==> config.mk <==
export PLATFORM = sky130hd
export DESIGN_NAME = irq_mask_router
export DESIGN_NICKNAME = d
export VERILOG_FILES = /design/src/rtl/irq_router_pkg.sv /design/src/rtl/irq_router_ctrl.sv /design/src/rtl/irq_router_datapath.sv /design/src/rtl/irq_mask_router.sv
export SDC_FILE = /design/constraint.sdc
export NUM_CORES = 1
export LEC_CHECK = 0
export BUFFER_PORTS_ARGS = -buffer_cell sky130_fd_sc_hd__buf_4
export CORE_ASPECT_RATIO = 1.4
export CORE_MARGIN = 5
export CORE_UTILIZATION = 40
export DETAILED_ROUTE_END_ITERATION = 10
export PLACE_DENSITY = 0.56
export SLEW_MARGIN = 20
export SYNTH_ARGS = -nofsm -noshare
export SYNTH_HDL_FRONTEND = slang
export SYNTH_HIERARCHICAL = 1
export SYNTH_SLANG_ARGS = --single-unit
==> constraint.sdc <==
create_clock -name clk -period 4.8 [get_ports clk]
set_input_delay 0.72 -clock clk [delete_from_list [all_inputs] [get_ports clk]]
set_output_delay 0.72 -clock clk [all_outputs]
set_load 0.02 [all_outputs]
==> src/rtl/irq_router_pkg.sv <==
package irq_router_pkg;
  localparam int MAX_CPU = 4;
  localparam int DATA_W = 64;
  localparam logic [1:0] SIZE_FULL = 2'd3;

  typedef logic [1:0] cpuIdx_t;

  typedef enum logic [1:0] {
    SEL_NONE,
    SEL_RAW,
    SEL_MASK,
    SEL_EFF
  } rdSel_e;

  typedef struct packed {
    logic [MAX_CPU-1:0] maskWe;
    rdSel_e             rdSel;
    cpuIdx_t            cpu;
    logic               err;
  } ctrlStrobes_t;
endpackage

==> src/rtl/irq_router_ctrl.sv <==
module irq_router_ctrl
  import irq_router_pkg::*;
#(
  parameter int NUM_CPU = 4,
  parameter int ADDR_W  = 12
) (
  input  logic              regValid,
  input  logic              regWrite,
  input  logic [ADDR_W-1:0] regAddr,
  input  logic [1:0]        regSize,
  output ctrlStrobes_t      strobes
);
  localparam int IDX_W = ADDR_W - 6;

  logic [IDX_W-1:0] regIdx;
  assign regIdx = regAddr[ADDR_W-1:6];

  always_comb begin
    strobes = '0;
    strobes.rdSel = SEL_NONE;
    if (regValid) begin
      if (regSize != SIZE_FULL) begin
        strobes.err = 1'b1;
      end else if (regIdx == '0) begin
        if (regWrite) strobes.err = 1'b1;
        else          strobes.rdSel = SEL_RAW;
      end else if (regIdx > IDX_W'(2 * NUM_CPU)) begin
        strobes.err = 1'b1;
      end else begin
        for (int c = 0; c < NUM_CPU; c++) begin
          if (regIdx == IDX_W'(c + 1)) begin
            strobes.cpu = cpuIdx_t'(c);
            if (regWrite) strobes.maskWe[c] = 1'b1;
            else          strobes.rdSel = SEL_MASK;
          end
          if (regIdx == IDX_W'(c + 1 + NUM_CPU)) begin
            strobes.cpu = cpuIdx_t'(c);
            if (regWrite) strobes.err = 1'b1;
            else          strobes.rdSel = SEL_EFF;
          end
        end
      end
    end
  end

  always_comb begin
    assert (!(strobes.err && (strobes.maskWe != '0)))
      else $error("AST_ERR_NO_MASK_WE");
    assert ($onehot0(strobes.maskWe))
      else $error("AST_ONE_MASK_WE");
  end
endmodule

==> src/rtl/irq_router_datapath.sv <==
module irq_router_datapath
  import irq_router_pkg::*;
#(
  parameter int NUM_SRC = 64,
  parameter int NUM_CPU = 4
) (
  input  logic               clk,
  input  logic               rstN,
  input  logic [NUM_SRC-1:0] srcPost,
  input  logic [NUM_SRC-1:0] srcClear,
  input  logic [DATA_W-1:0]  regWdata,
  input  ctrlStrobes_t       strobes,
  output logic [DATA_W-1:0]  regRdata,
  output logic               regErr,
  output logic [NUM_CPU-1:0] cpuIrq
);
  logic [NUM_SRC-1:0] rawReg, rawNext;
  logic [NUM_SRC-1:0] maskReg [NUM_CPU];
  logic [NUM_SRC-1:0] maskNext[NUM_CPU];
  logic [NUM_SRC-1:0] effReg  [NUM_CPU];
  logic [NUM_SRC-1:0] effNext [NUM_CPU];
  logic [NUM_CPU-1:0] irqNext;
  logic [DATA_W-1:0]  rdMux;

  // post overrides clear on the same source
  assign rawNext = (rawReg & ~srcClear) | srcPost;

  for (genvar c = 0; c < NUM_CPU; c++) begin : g_cpu
    assign maskNext[c] = strobes.maskWe[c] ? regWdata[NUM_SRC-1:0] : maskReg[c];
    assign effNext[c]  = maskNext[c] & rawNext;
    assign irqNext[c]  = |effNext[c];

    always_ff @(posedge clk) begin
      if (!rstN) begin
        maskReg[c] <= '0;
        effReg[c]  <= '0;
      end else begin
        maskReg[c] <= maskNext[c];
        effReg[c]  <= effNext[c];
      end
    end

    AST_EFF_IS_AND: assert property (@(posedge clk) disable iff (!rstN)
      effReg[c] == (maskReg[c] & rawReg));
    AST_IRQ_LEVEL: assert property (@(posedge clk) disable iff (!rstN)
      cpuIrq[c] == (effReg[c] != '0));
    AST_NO_WRITE_ON_ERR: assert property (@(posedge clk) disable iff (!rstN)
      strobes.err |=> $stable(maskReg[c]));
  end

  always_comb begin
    rdMux = '0;
    unique case (strobes.rdSel)
      SEL_RAW:  rdMux = DATA_W'(rawReg);
      SEL_MASK: rdMux = DATA_W'(maskReg[strobes.cpu]);
      SEL_EFF:  rdMux = DATA_W'(effReg[strobes.cpu]);
      default:  rdMux = '0;
    endcase
  end

  always_ff @(posedge clk) begin
    if (!rstN) begin
      rawReg   <= '0;
      cpuIrq   <= '0;
      regRdata <= '0;
      regErr   <= 1'b0;
    end else begin
      rawReg   <= rawNext;
      cpuIrq   <= irqNext;
      regRdata <= rdMux;
      regErr   <= strobes.err;
    end
  end

  AST_POST_SETS: assert property (@(posedge clk) disable iff (!rstN)
    (srcPost != '0) |=> ((rawReg & $past(srcPost)) == $past(srcPost)));
  AST_CLEAR_DROPS: assert property (@(posedge clk) disable iff (!rstN)
    ((srcClear & ~srcPost) != '0) |=> ((rawReg & $past(srcClear & ~srcPost)) == '0));
  AST_ERR_NO_DATA: assert property (@(posedge clk) disable iff (!rstN)
    regErr |-> (regRdata == '0));
endmodule

==> src/rtl/irq_mask_router.sv <==
module irq_mask_router
  import irq_router_pkg::*;
#(
  parameter int NUM_SRC = 64,
  parameter int NUM_CPU = 4,
  parameter int ADDR_W  = 12
) (
  input  logic               clk,
  input  logic               rstN,
  input  logic [NUM_SRC-1:0] srcPost,
  input  logic [NUM_SRC-1:0] srcClear,
  input  logic               regValid,
  input  logic               regWrite,
  input  logic [ADDR_W-1:0]  regAddr,
  input  logic [1:0]         regSize,
  input  logic [DATA_W-1:0]  regWdata,
  output logic [DATA_W-1:0]  regRdata,
  output logic               regErr,
  output logic [NUM_CPU-1:0] cpuIrq
);
  ctrlStrobes_t strobes;

  irq_router_ctrl #(.NUM_CPU(NUM_CPU), .ADDR_W(ADDR_W)) u_ctrl (
    .regValid(regValid),
    .regWrite(regWrite),
    .regAddr (regAddr),
    .regSize (regSize),
    .strobes (strobes)
  );

  irq_router_datapath #(.NUM_SRC(NUM_SRC), .NUM_CPU(NUM_CPU)) u_dp (
    .clk     (clk),
    .rstN    (rstN),
    .srcPost (srcPost),
    .srcClear(srcClear),
    .regWdata(regWdata),
    .strobes (strobes),
    .regRdata(regRdata),
    .regErr  (regErr),
    .cpuIrq  (cpuIrq)
  );

  AST_SIZE_ERR: assert property (@(posedge clk) disable iff (!rstN)
    (regValid && regSize != SIZE_FULL) |=> regErr);
  AST_RESET_QUIET: assert property (@(posedge clk)
    !rstN |=> (cpuIrq == '0 && !regErr));
endmodule

==> results of run 1 <==
==> cells in the final DEF (no fill, tap or decap), drive strengths merged, types with 2 or more instances in the layout <==
cell type and n:
a22oi 64, o21ai 34, nand2b 31, nor2b 356, diode 7, clkinv 14, inv 95, clkbuf 87
mux4 128, o22ai 128, nor3 5, mux2i 256, nand2 3, nor2 293, buf 314, o21a 5
nand4 9, bufinv 7, a21oi 31, nand3 2, clkinvlp 2, mux2 64, nor4 32, dfxtp 645
==> synthesized netlist by cell type, types with 2 or more instances <==
cell type / count / share of area
sky130_fd_sc_hd__dfxtp_1: 645 / 0.50
sky130_fd_sc_hd__nor2b_1: 356 / 0.087
sky130_fd_sc_hd__nor2_1: 293 / 0.043
sky130_fd_sc_hd__mux2i_1: 256 / 0.10
sky130_fd_sc_hd__mux4_2: 128 / 0.11
sky130_fd_sc_hd__o22ai_1: 128 / 0.031
sky130_fd_sc_hd__inv_1: 95 / 0.014
sky130_fd_sc_hd__a22oi_1: 64 / 0.019
sky130_fd_sc_hd__mux2_2: 64 / 0.028
sky130_fd_sc_hd__clkbuf_1: 60 / 0.0088
sky130_fd_sc_hd__o21ai_0: 34 / 0.0066
sky130_fd_sc_hd__nor4_1: 32 / 0.0078
sky130_fd_sc_hd__a21oi_1: 31 / 0.0061
sky130_fd_sc_hd__nand2b_1: 31 / 0.0076
sky130_fd_sc_hd__buf_1: 16 / 0.0023
sky130_fd_sc_hd__buf_2: 16 / 0.0031
sky130_fd_sc_hd__buf_4: 15 / 0.0044
sky130_fd_sc_hd__buf_6: 14 / 0.0061
sky130_fd_sc_hd__nand4_1: 9 / 0.0022
sky130_fd_sc_hd__nor3_1: 4 / 0.00078
sky130_fd_sc_hd__o21a_1: 4 / 0.0012
sky130_fd_sc_hd__nand2_1: 3 / 0.00044
sky130_fd_sc_hd__nand3_1: 2 / 0.00039
==> logic make-up (layout without fill, tap and decap cells) <==
logic type      Yosys count  in the layout  share of synthesized area
other cells               0              7                          0
mux                     448            448                      0.240
buf+inv                 216            519                     0.0387
xor+xnor                  2              2                   0.000683
simple gates            736            736                      0.151
flops                   645            645                      0.504
compound gates          264            264                     0.0656
==> worst max-delay path, stage by stage <==
cell and delay [ps]:
sky130_fd_sc_hd__buf_4 100, sky130_fd_sc_hd__and4bb_2 350, sky130_fd_sc_hd__nand3_1 150, sky130_fd_sc_hd__nor4b_2 250, sky130_fd_sc_hd__buf_4 270, sky130_fd_sc_hd__buf_12 300
sky130_fd_sc_hd__mux2i_1 530, sky130_fd_sc_hd__o22ai_1 170, sky130_fd_sc_hd__nor4_1 540, sky130_fd_sc_hd__nand4_1 180, sky130_fd_sc_hd__o21a_1 270
==> layer usage <==
| metal | global-route usage | wire length, um |
|---|---|---|
| met2 | 0.445 | 45600 |
| met5 | 0 | 13 |
| met1 | 0.310 | 35500 |
| met4 | 0.108 | 3940 |
| met3 | 0.0388 | 5140 |
==> registers in the layout, indices dropped and copies added, names as in the netlist <==
name,cells
u_dp/regErr,1
u_dp/cpuIrq,4
u_dp/maskReg,256
u_dp/rawReg,64
u_dp/regRdata,64
u_dp/effReg,256
==> per-stage QoR <==
stage | cells | setup slack [ps] | hold WS [ps]
floorplan | 2311 | 1880 | 480
global placement | 3336 | 929 | 506
detailed placement | 3336 | 881 | 515
CTS | 3446 | 1530 | 401
global route | 3453 | 1410 | 434
finish | 3453 | 1390 | 424
==> worst max path at each step <==
stage	from	endpoint	slack, ps
after global placement	regAddr[10]	u_dp/cpuIrq[3]$_SDFF_PN0_	930
after floorplan	regAddr[10]	u_dp/regRdata[17]$_SDFF_PN0_	1880
after global routing	regAddr[10]	u_dp/cpuIrq[3]$_SDFF_PN0_	1410
after detailed placement	regAddr[10]	u_dp/cpuIrq[3]$_SDFF_PN0_	880
after CTS	regAddr[10]	u_dp/cpuIrq[3]$_SDFF_PN0_	1530
final	regAddr[10]	u_dp/cpuIrq[3]$_SDFF_PN0_	1390
==> area by class of cell <==
type	instances	area, um2	share of cell area
multi-input cells	1450	11800	0.383
clock buffers	87	1780	0.0580
clock inverters	23	299	0.00971
flip-flops and latches	645	12900	0.419
repair buffers	314	2580	0.0837
diodes	7	17.5	0.000569
well taps	832	1040	0.0338
inverters	95	357	0.0116
==> power breakdown <==
part | switching [mW] | leakage, nW | internal (mW)
registers | 0.0200 | 5.21 | 5.39
logic | 0.319 | 4.91 | 0.219
clock network | 2.09 | 1.03 | 2.94
total | 2.42 | 11.2 | 8.55
==> metrics list, run 1 <==
- The first global-routing pass estimated 131 mm of wire.
* Number of design rule violations left after detail routing: 0
- Counting every net in the synthesized netlist gives about 2500.
* Final slew viol count: 0
- After layout, the minimum clock period comes to around 3400 ps.
* Worst skew pair latency: approximately 630 ps
- Width of the die: 224 um
- After detailed routing, the average wire length per cell comes to between 20 and 30 um.
* Netlist area before placement: 25600 um2
- For the pin with the worst max-slew slack, the measured transition is 1040 ps.
- In this run the cell area measured after placement is between 20000 and 30000 um2.
* Synthesized netlist cell count: 2311
- Number of distinct library cell variants in the gate-level netlist after synthesis: 34
* Largest vdd supply drop: around 0.28 mV
- The min-delay analysis places its worst path in the category input pin to flop.
- Critical Path Sink Type: flop
* Data required time at the worst endpoint: roughly 5300 ps
- Layout cells sized above 1: 0.237
* Initial cell density of the core: 0.404
- In this run the core area contains around 110 standard-cell rows.
- Hold violation total from the final report: 0
* Layout area overhead: 20.1%
- Predominant post-synthesis flop cell: sky130_fd_sc_hd__dfxtp_1
- Hold path endpoint: u_dp/effReg[3][15]$_SDFF_PN0_
- Fillers: 5855
* Clock skew: 21.1 ps
- In this run the static leakage power is about 11 nW.
- Dividing the detail-routed via count by the number of cells gives about 5.5.
* Number of DRC markers in iteration 0: between 1000 and 1500
- Num CTS Buffers: slightly above 60
* Setup fix buffers added after clock tree synthesis: 0
- Height of the die: about 310 um
- Final setup TNS: 0 ps
- Post-synthesis sequential area ratio: 0.504
- Max-cap violation count: 0
* Outcome: finished, final reports clean
- Summed over all layers, the global routing overflow is 0.
- Gates resized during post-CTS repair numbered 0.
- Router iterations before antenna repair: 5
- FFs w/ async S/R, synth: 0
- For the worst flop-to-flop path, the logic depth is 5.
* CTS Buffer Depth: 3
- P per Cell Area: 357 nW/um2
- The worst pin sits at a relative slew slack of 0.299.
- Full die area: 69300 um2
- Worst endpoint data arrival time: just under 4000 ps
* GP Congestion: around 0.97
* Launch instance of the worst min-delay path: regWdata[15]
- Final instance area: between 30000 and 40000 um2
- Final core utilization: 0.485
- Yosys printed 6 warnings.
* Number of antenna violations at the first check in global routing: 8
- CTS saw 645 sinks.
- Post-route clock period utilization: 0.711
* Root cell of the clock tree: sky130_fd_sc_hd__clkbuf_16
* Number of global-route vias before repair: between 15000 and 20000
* I/O pin count: about 280
- H-Tree Level Count: 2
- The floorplan step defined a core boundary enclosing ~63000 um2.
* Power, Total: approximately 11 mW
- TritonCTS built the clock tree.
- In this run the critical register-to-register path is captured at u_dp/cpuIrq[3]$_SDFF_PN0_.
- Unrepaired setup endpoints after global routing: false
* Overall global routing resource usage: 0.253
- Entering global routing, the biggest net connects 132 pins.
* Flip-flop and latch count after synthesis: 645
- For this run, the post-layout net count is ~2800.
* Total via count in the routed design: approximately 19000
* Clock slew at the register clock pins of the worst setup and hold paths: ~70 ps
- Fmax: 293 MHz
- Count of flip-flops with a built-in enable after synthesis: 0
- After legalization and detailed placement, the total HPWL measured slightly below 70 mm.
* WS Path Type: input pin to flop
- FF-to-FF Start: u_dp/rawReg[44]$_SDFF_PN0_
* Depth of the worst hold-timing path: 3
- Average size of a mapped cell: ~11 um2
- Number of nets with antenna violations after detailed routing: 0
* Count of endpoints failing setup in the final report: 0
- Critical Path Source Type: input pin
- The count of buffers added on input and output ports is between 200 and 300.
* # hold bufs at CTS: 0
- Along the worst path, the maximum fanout reaches 31.
- In this run the register-to-register setup slack is 2230 ps.
- WL final: ~90 mm
(Power assumes the default switching activity.)
==> inputs of run 2 (changes only) <==
--- a/config.mk
+++ b/config.mk
@@ -5,6 +5,7 @@
 export SDC_FILE = /design/constraint.sdc
 export NUM_CORES = 1
 export LEC_CHECK = 0
+export ABC_AREA = 1
 export BUFFER_PORTS_ARGS = -buffer_cell sky130_fd_sc_hd__buf_4
 export CORE_ASPECT_RATIO = 1.4
 export CORE_MARGIN = 5
==> constraint.sdc (replaced) <==
create_clock -name clk -period 3.4 [get_ports clk]
set_input_delay 0.51 -clock clk [delete_from_list [all_inputs] [get_ports clk]]
set_output_delay 0.51 -clock clk [all_outputs]
set_load 0.02 [all_outputs]
==> run 2 against run 1 <==
Net effect: critical path depth is 4 higher; combinational power is 20% higher; non-clock buffer count is 23 higher; register-to-register slack worse by 610 ps; cell area is 7.5% higher; core utilization is 0.51 points lower; sequential share of layout area is 2.9 points lower; synthesized cell count is 82% higher; routed wire length is 3.9% higher; sequential power is 41% higher; via count is 38% higher; sequential cell count stayed put; critical path type unchanged; largest power group unchanged; highest routed layer is now met4.
==> metrics list, run 2 <==
- The run finished with clean final reports.
* H-Tree Level Count: 3
* GP Congestion: between 0.8 and 0.9
* Register area: approximately 13000 um2
- WL final: 93.8 mm
- Hold repair after CTS inserted 0 buffers.
- Between clock sinks in the finished design, the worst skew comes to roughly 24 ps.
- Slew of the pin with the lowest slew margin: about 750 ps
- The worst path needs between 2000 and 3000 ps of the cycle, external delays included.
- The tool flagged a number of max-cap violations equal to 0.
- First-pass GRT wire length: 142 mm
* Pint: approximately 12 mW
* Unrepaired setup endpoints after global routing: false
- CTS Buffer Depth: 3
- Setup violations remaining at the end of the flow were counted as 0.
- Predominant post-synthesis flop cell: sky130_fd_sc_hd__dfxtp_1
- The share of synthesized area in the top cell type comes to 0.465.
* Clock slew at the register clock pins of the worst setup and hold paths: ~60 ps
- Cell leakage power: between 15 and 20 nW
- Synthesis instantiated 27 different standard cells from the library.
- The area growth from synthesis to layout is 19.2%.
* FFs w/ async S/R, synth: 0
- Average size of a mapped cell: roughly 6.6 um2
* Layout cells sized above 1: 0.104
* Number of cells on the worst reg-to-reg path: 10
- Switching power as a share of total power: 0.227
- Number of global-route vias before repair: between 20000 and 30000
- Launch instance of the worst min-delay path: srcClear[41]
- Data on the critical path arrives at its endpoint at 3170 ps.
- Fmax: ~370 MHz
* I/O pin count: between 200 and 300
- The cell count after synthesis came out at 4204.
- Across all register-to-register paths, the minimum setup slack is roughly 1600 ps.
* Depth of the worst hold-timing path: 4
- For this configuration, the core starts out at a cell density of 0.403.
- The number of antenna violations at the first check in global routing was 8.
- Counting the buffers created by CTS gives 68.
- In the final design database the tool counted about 4600 nets.
* Leading cell type in the layout, fill and taps excluded: sky130_fd_sc_hd__nand2_1
- P per Cell Area: about 470 nW/um2
- Count of flip-flops with a built-in enable after synthesis: 0
- The number of failing hold endpoints at the final stage came to 0.
- sky130_fd_sc_hd__dfxtp_1 takes more of the synthesized area than any other cell.
* Port Buffers: ~270
- After detailed routing, the average wire length per cell comes to around 17 um.
* Post-route clock period utilization: 0.792
* Number of warnings issued by yosys: 6
* Footprint of the multi-input gates: roughly 12000 um2
- The total overflow left after global routing is 0.
- The die covers 74900 um2.
* Final setup TNS: 0 ps
* Data required time at the worst endpoint: 3880 ps
* Part of the total power dissipated in the clock network: 0.469
* Detail-routed via count per cell: about 4.9
* Relative contribution of sequential cells to total power: 0.489
* Critical Path Source Type: input pin
- Floorplan row count: approximately 110
- Power, Total: 15.6 mW
* Critical Path Max Stage Delay: between 300 and 400 ps
* HPWL reported at the end of detailed placement: roughly 64 mm
* Placeable core region: approximately 69000 um2
- Final slew viol count: 0
* Commonest cells in the netlist: sky130_fd_sc_hd__nand2_1 (1409), sky130_fd_sc_hd__dfxtp_1 (645), sky130_fd_sc_hd__nor2_1 (621)
* Fillers: between 7000 and 8000
- WS Path Type: input pin to flop
- Entering global routing, the biggest net connects between 100 and 150 pins.
* Count of instances resized after the clock tree is built: 0
* Setup fix buffers added after clock tree synthesis: 0
- STA classifies the critical path endpoint as a flop.
- The path with the worst hold slack has its endpoint at u_dp/rawReg[41]$_SDFF_PN0_.
- In this run, synthesis produced a sequential element count of 645.
- In this run the critical register-to-register path is launched from u_dp/rawReg[44]$_SDFF_PN0_.
- Largest vdd supply drop: around 0.33 mV
- Across all layers, the routed design uses 26200 vias.
- In this run the power spent charging and discharging nets is 3.55 mW.
- Final instance area: between 30000 and 40000 um2
- After detailed routing, the number of remaining DRC violations is 0.
- Highest-count cells in the layout ignoring fill and taps: sky130_fd_sc_hd__nand2_1 (1409), sky130_fd_sc_hd__dfxtp_1 (645), sky130_fd_sc_hd__nor2_1 (613)
* Hold Path Class: input pin to flop
- Height of the die: around 320 um
- The endpoint identified for the worst register-to-register timing path is u_dp/cpuIrq[2]$_SDFF_PN0_.
- Most frequently used cell type in the post-synthesis netlist: sky130_fd_sc_hd__nand2_1
- The first TritonRoute pass finished after 5 iterations.
- Slowest-stage cell, CP: sky130_fd_sc_hd__nand4_1
- TritonCTS built the clock tree.
- Number of DRC markers in iteration 0: between 1500 and 2000
- The placed instances occupy a cell area of a little over 30000 um2.
- The share of the Yosys chip area taken by registers is 0.465.
- After synthesis, the cell types taking the most area are sky130_fd_sc_hd__dfxtp_1 (47%), sky130_fd_sc_hd__nand2_1 (19%), sky130_fd_sc_hd__nor2_1 (8.4%).
* Worst skew pair latency: between 600 and 700 ps
* Number of nets with antenna violations after detailed routing: 0
- Root cell of the clock tree: sky130_fd_sc_hd__clkbuf_16
- Width of the die: between 200 and 250 um
* Peak fanout along the critical path: 53
- The cell area that synthesis handed to floorplanning was between 20000 and 30000 um2.
* Crit path cell chain: buf_4 -> nand2_1 -> nor2_1 -> nand4_1 -> nor2_4 -> buf_12 -> o21ai_0 -> nand2_1 -> nand2_1 -> nor2_1 -> nand2_1 -> nor2_1 -> nand2_1 -> nor2_1 -> nor2_1
- Syn_nets: roughly 4400
- Of the total power, combinational logic draws 0.041.
- Final core utilization: 0.480
* Overall global routing resource usage: 0.244
* Tightest slew margin relative to the limit: 0.499
- Number of sinks handled by clock tree synthesis: around 650
- Top flop regs: u_dp/effReg: 256 flops, u_dp/maskReg: 256 flops
## run 2: changes by cell type after synthesis, moves of 156 or more
cell and change:
sky130_fd_sc_hd__nand2_1 +1406, sky130_fd_sc_hd__mux2i_1 -256, sky130_fd_sc_hd__a21oi_1 +156, sky130_fd_sc_hd__o21ai_0 +264, sky130_fd_sc_hd__inv_1 +410, sky130_fd_sc_hd__nor2_1 +328
sky130_fd_sc_hd__nor2b_1 -356
## run 2: how the worst max path moves through the flow
stage	start	endpoint	slack [ps]	cells past startpoint
floorplan	regSize[0]	u_dp/cpuIrq[0]$_SDFF_PN0_	1250	16
global placement	regSize[0]	u_dp/cpuIrq[1]$_SDFF_PN0_	110	15
detailed placement	regSize[0]	u_dp/cpuIrq[1]$_SDFF_PN0_	100	15
CTS	regSize[0]	u_dp/cpuIrq[1]$_SDFF_PN0_	750	15
global route	regSize[0]	u_dp/cpuIrq[1]$_SDFF_PN0_	570	15
finish	regSize[0]	u_dp/cpuIrq[2]$_SDFF_PN0_	710	15
## run 2: power by group through the flow
stage | sequential (mW) | combinational (mW) | clock [mW]
floorplan | 7.80 | 0.270 | 0
global placement | 7.81 | 0.650 | 0
detailed placement | 7.81 | 0.650 | 0
CTS | 7.64 | 0.652 | 7.54
global route | 7.64 | 0.707 | 7.83
finish | 7.64 | 0.646 | 7.33
## run 2: layout make-up
| type | count | area share |
|---|---|---|
| timing repair buffer | 337 | 0.0882 |
| tap | 928 | 0.0351 |
| inverter | 508 | 0.0581 |
| clock buffer | 106 | 0.0628 |
| multi-input combinational | 2823 | 0.362 |
| antenna | 9 | 0.000681 |
| sequential | 645 | 0.390 |
| clock inverter | 14 | 0.00314 |
## run 2: critical path, delay by kind of cell
kind | cells | cell delay, ps
AOI/OAI and AO/OA | 1 | 180
buffers and inverters | 2 | 380
and+or+nand+nor | 12 | 2040
## run 2: metal layers
layer / track usage / vias to the layer above / routed length, um
met5: 0 / - / 0
met1: 0.291 / 12000 / 38100
met2: 0.420 / 682 / 45300
met4: 0.119 / 0 / 4690
met3: 0.0482 / 210 / 5760
li1: - / 13300 / -
## run 2: logic make-up after synthesis
| kind of cell | after synthesis | synth area share |
|---|---|---|
| AOI/OAI and AO/OA | 637 | 0.124 |
| and+or+nand+nor | 2186 | 0.305 |
| buffers and inverters | 736 | 0.106 |
| DFF | 645 | 0.465 |
## run 2: per-stage QoR
stage	worst slack (ps)	std cells	hold slack, ps
4_1_cts	748	5361	118
3_3_place_gp	109	5241	468
2_1_floorplan	1250	4204	457
3_5_place_dp	98.2	5241	473
5_1_grt	565	5366	142
6_report	707	5370	154
==> inputs of run 3 (changes only) <==
==> constraint.sdc (replaced) <==
create_clock -name clk -period 2.7 [get_ports clk]
set_input_delay 0.405 -clock clk [delete_from_list [all_inputs] [get_ports clk]]
set_output_delay 0.405 -clock clk [all_outputs]
set_load 0.02 [all_outputs]
==> run 3 against run 2 <==
Net effect: clock skew shrank 4.6 ps; clock power is 31% higher; worst setup slack lost 360 ps; worst hold slack got worse by 95 ps; core utilization increased by 1.9 points; non-clock buffer count up 130; count of clock-buffer cells in the layout decreased by 9; largest cell class unchanged.
==> metrics list, run 3 (synthesized netlist as in run 2, its figures left out) <==
- After detailed routing, the average wire length per cell comes to around 17 um.
- The most critical setup path has its endpoint at u_dp/cpuIrq[1]$_SDFF_PN0_.
- Critical Path Max Stage Delay: approximately 270 ps
* Count of endpoints failing setup in the final report: 0
- Worst endpoint data arrival time: ~2800 ps
- After detailed routing, the number of remaining DRC violations is 0.
- Wires add up to roughly 95 mm.
* Worst setup margin: approximately 350 ps
* Clock slew at the register clock pins of the worst setup and hold paths: 60 ps
- After the first detailed-routing iteration, the DRC count stood at 2022.
* Worst skew pair latency: 610 ps
- Final setup TNS: 0 ps
- CTS tree: yes
- Buf+Inv Stages, Crit Path: 4
- Along the worst path, the maximum fanout reaches 6.
- Traced cell by cell, the critical path runs through buf_4 -> nor2_8 -> nand2_4 -> nor3_2 -> inv_1 -> nor2_4 -> inv_1 -> buf_4 -> nand2_1 -> nand2_1 -> nand2_1 -> nand2_1 -> nor2_1 -> nand2_1 -> nor2_1 -> nand2_1 -> nor2_1 -> nor2_1.
* Placement Setup Slack: -287 ps
- Number of cells on the worst reg-to-reg path: 10
- Width of the die: 233 um
- Detail-routed via count per cell: around 4.8
- Flop-to-flop setup slack: roughly 900 ps
* Crit path from: regAddr[11]
- Fmax: approximately 430 MHz
* Initial cell density of the core: 0.403
* Full die area: around 75000 um2
- Relative contribution of sequential cells to total power: 0.479
* Layout cells sized above 1: 0.132
* Setup fix buffers added after clock tree synthesis: 0
* Combinational share of power: 0.041
- Buffers placed on the I/O ports in this run total between 200 and 300.
* Part of the total power dissipated in the clock network: 0.480
- Slew of the pin with the lowest slew margin: between 500 and 600 ps
- H-Tree Level Count: 3
- Unrepaired setup endpoints after global routing: false
* Slowest-stage cell, CP: sky130_fd_sc_hd__nor2_1
- First-pass GRT wire length: 144 mm
- The HPWL after detailed placement is 68.0 mm.
- Worst R2R End: u_dp/cpuIrq[3]$_SDFF_PN0_
- The detailed router placed ~27000 vias in this run.
* Worst path depth: 18
* Cell leakage power: 16.1 nW
- Number of antenna violations at the first check in global routing: 6
* Outcome: finished, final reports clean
- GR Overflow Total: 0
- CP dominant cell by count: sky130_fd_sc_hd__nand2_1
* Data required time at the worst endpoint: 3190 ps
- Highest-count cells in the layout ignoring fill and taps: sky130_fd_sc_hd__nand2_1 (1409), sky130_fd_sc_hd__dfxtp_1 (645), sky130_fd_sc_hd__nor2_1 (613)
- Switching power as a share of total power: 0.226
- Layout area overhead: 23.8%
* P per Cell Area: about 600 nW/um2
- Router iterations before antenna repair: 5
- Height of the die: ~320 um
- The number of failing hold endpoints at the final stage is 0.
- GP Congestion: around 0.88
- In this run the power spent charging and discharging nets is 4.54 mW.
* # hold bufs at CTS: 0
- The cell sitting at the root of the clock tree is a sky130_fd_sc_hd__clkbuf_16.
* Hold Path Class: input pin to flop
- Number of nets in the finished design: roughly 4700
* Num CTS Buffers: between 60 and 70
- Measured against its own limit, the worst slew margin works out to 0.608.
- I/O pin count: between 200 and 300
- Pint: between 15 and 20 mW
- The initialized floorplan defines approximately 110 standard-cell rows.
* Number of sinks handled by clock tree synthesis: about 650
- Across the VDD grid, the largest voltage drop is between 0.4 and 0.5 mV.
- The total area inside the core boundary comes to 68900 um2.
- The worst setup path is captured at a flop.
- Final slew viol count: 0
* Crit-path leading delay family: simple AND/OR/NAND/NOR gates
- Pin count of the biggest net entering global routing: 82
* FF-to-FF Start: u_dp/rawReg[26]$_SDFF_PN0_
* Max-cap violation count: 0
* Clock skew: approximately 19 ps
* Tmin final: 2350 ps
- Number of global-route vias before repair: 25600
- Once the clock tree was built, the resizer swapped 0 gates to a different size.
- In the global route stage, overall resource usage came out at 0.248.
* Critical Path Source Type: input pin
- Leading cell type in the layout, fill and taps excluded: sky130_fd_sc_hd__nand2_1
- In this run the deepest clock path goes through 3 buffers.
- WS Path Type: input pin to flop
* Number of nets with antenna violations after detailed routing: 0
* Top flop regs: u_dp/effReg: 256 flops, u_dp/maskReg: 256 flops
- Power, Total: roughly 20 mW
- Of the available clock period, the critical path in the final layout requires 0.871.
## run 3: changes by cell type in the layout (fill, tap and decap cells not counted), moves of 3 or more
cell | previous run | this run
sky130_fd_sc_hd__diode_2 | 9 | 6
sky130_fd_sc_hd__inv_6 | 4 | 7
sky130_fd_sc_hd__clkinv_2 | 9 | 14
sky130_fd_sc_hd__bufinv_16 | 0 | 4
sky130_fd_sc_hd__clkbuf_1 | 18 | 9
sky130_fd_sc_hd__buf_4 | 306 | 419
sky130_fd_sc_hd__buf_12 | 31 | 48
## run 3: through the flow
| stage | hold WS, ps | util | cells | area [um2] |
|---|---|---|---|---|
| final | 59.0 | 0.499 | 5498 | 34400 |
| after global routing | 47.3 | 0.499 | 5497 | 34400 |
| after CTS | 16.6 | 0.499 | 5492 | 34400 |
| after detailed placement | 472 | 0.466 | 5371 | 32100 |
| after global placement | 469 | 0.466 | 5371 | 32100 |
| after floorplan | 457 | - | 4204 | 27800 |
## run 3: metal layers
metal  share of wire  GRT usage  wire length, um  up-vias
li1                -          -                -    13600
met1            0.41      0.301            38800    12100
met2            0.50      0.435            47100      693
met3           0.054     0.0345             5080      169
met4           0.041      0.111             3940        0
met5               0          0                0        -
## run 3: worst min-delay path by stage
stage | start | end | cells past startpoint
floorplan | u_dp/maskReg[3][28]$_SDFF_PN0_ | u_dp/maskReg[3][28]$_SDFF_PN0_ | 2
global placement | u_dp/maskReg[2][10]$_SDFF_PN0_ | u_dp/maskReg[2][10]$_SDFF_PN0_ | 2
detailed placement | u_dp/maskReg[3][28]$_SDFF_PN0_ | u_dp/maskReg[3][28]$_SDFF_PN0_ | 2
CTS | srcClear[15] | u_dp/rawReg[15]$_SDFF_PN0_ | 4
global route | srcPost[56] | u_dp/rawReg[56]$_SDFF_PN0_ | 3
finish | srcClear[48] | u_dp/rawReg[48]$_SDFF_PN0_ | 4
## run 3: power groups by stage
stage          clock network [mW]  registers, mW  logic, mW
2_1_floorplan                   0           9.83      0.340
3_3_place_gp                    0           9.83      0.832
3_5_place_dp                    0           9.83      0.833
4_1_cts                      9.86           9.62      0.835
5_1_grt                      10.3           9.62      0.902
6_report                     9.63           9.62      0.831
## run 3: tightest hold or removal path, cell delays in order
cell                      delay (ps)
sky130_fd_sc_hd__buf_4            70
sky130_fd_sc_hd__inv_1            30
sky130_fd_sc_hd__nand2_1          60
sky130_fd_sc_hd__a21oi_1          50
## run 3: final cells by class
type | count | area [um2]
repair buffers | 467 | 4110
clock buffers | 97 | 2030
diodes | 6 | 15.0
clock inverters | 24 | 250
multi-input cells | 2823 | 12000
well taps | 928 | 1160
flip-flops and latches | 645 | 12900
inverters | 508 | 1920
fillers | 7187 | 34500
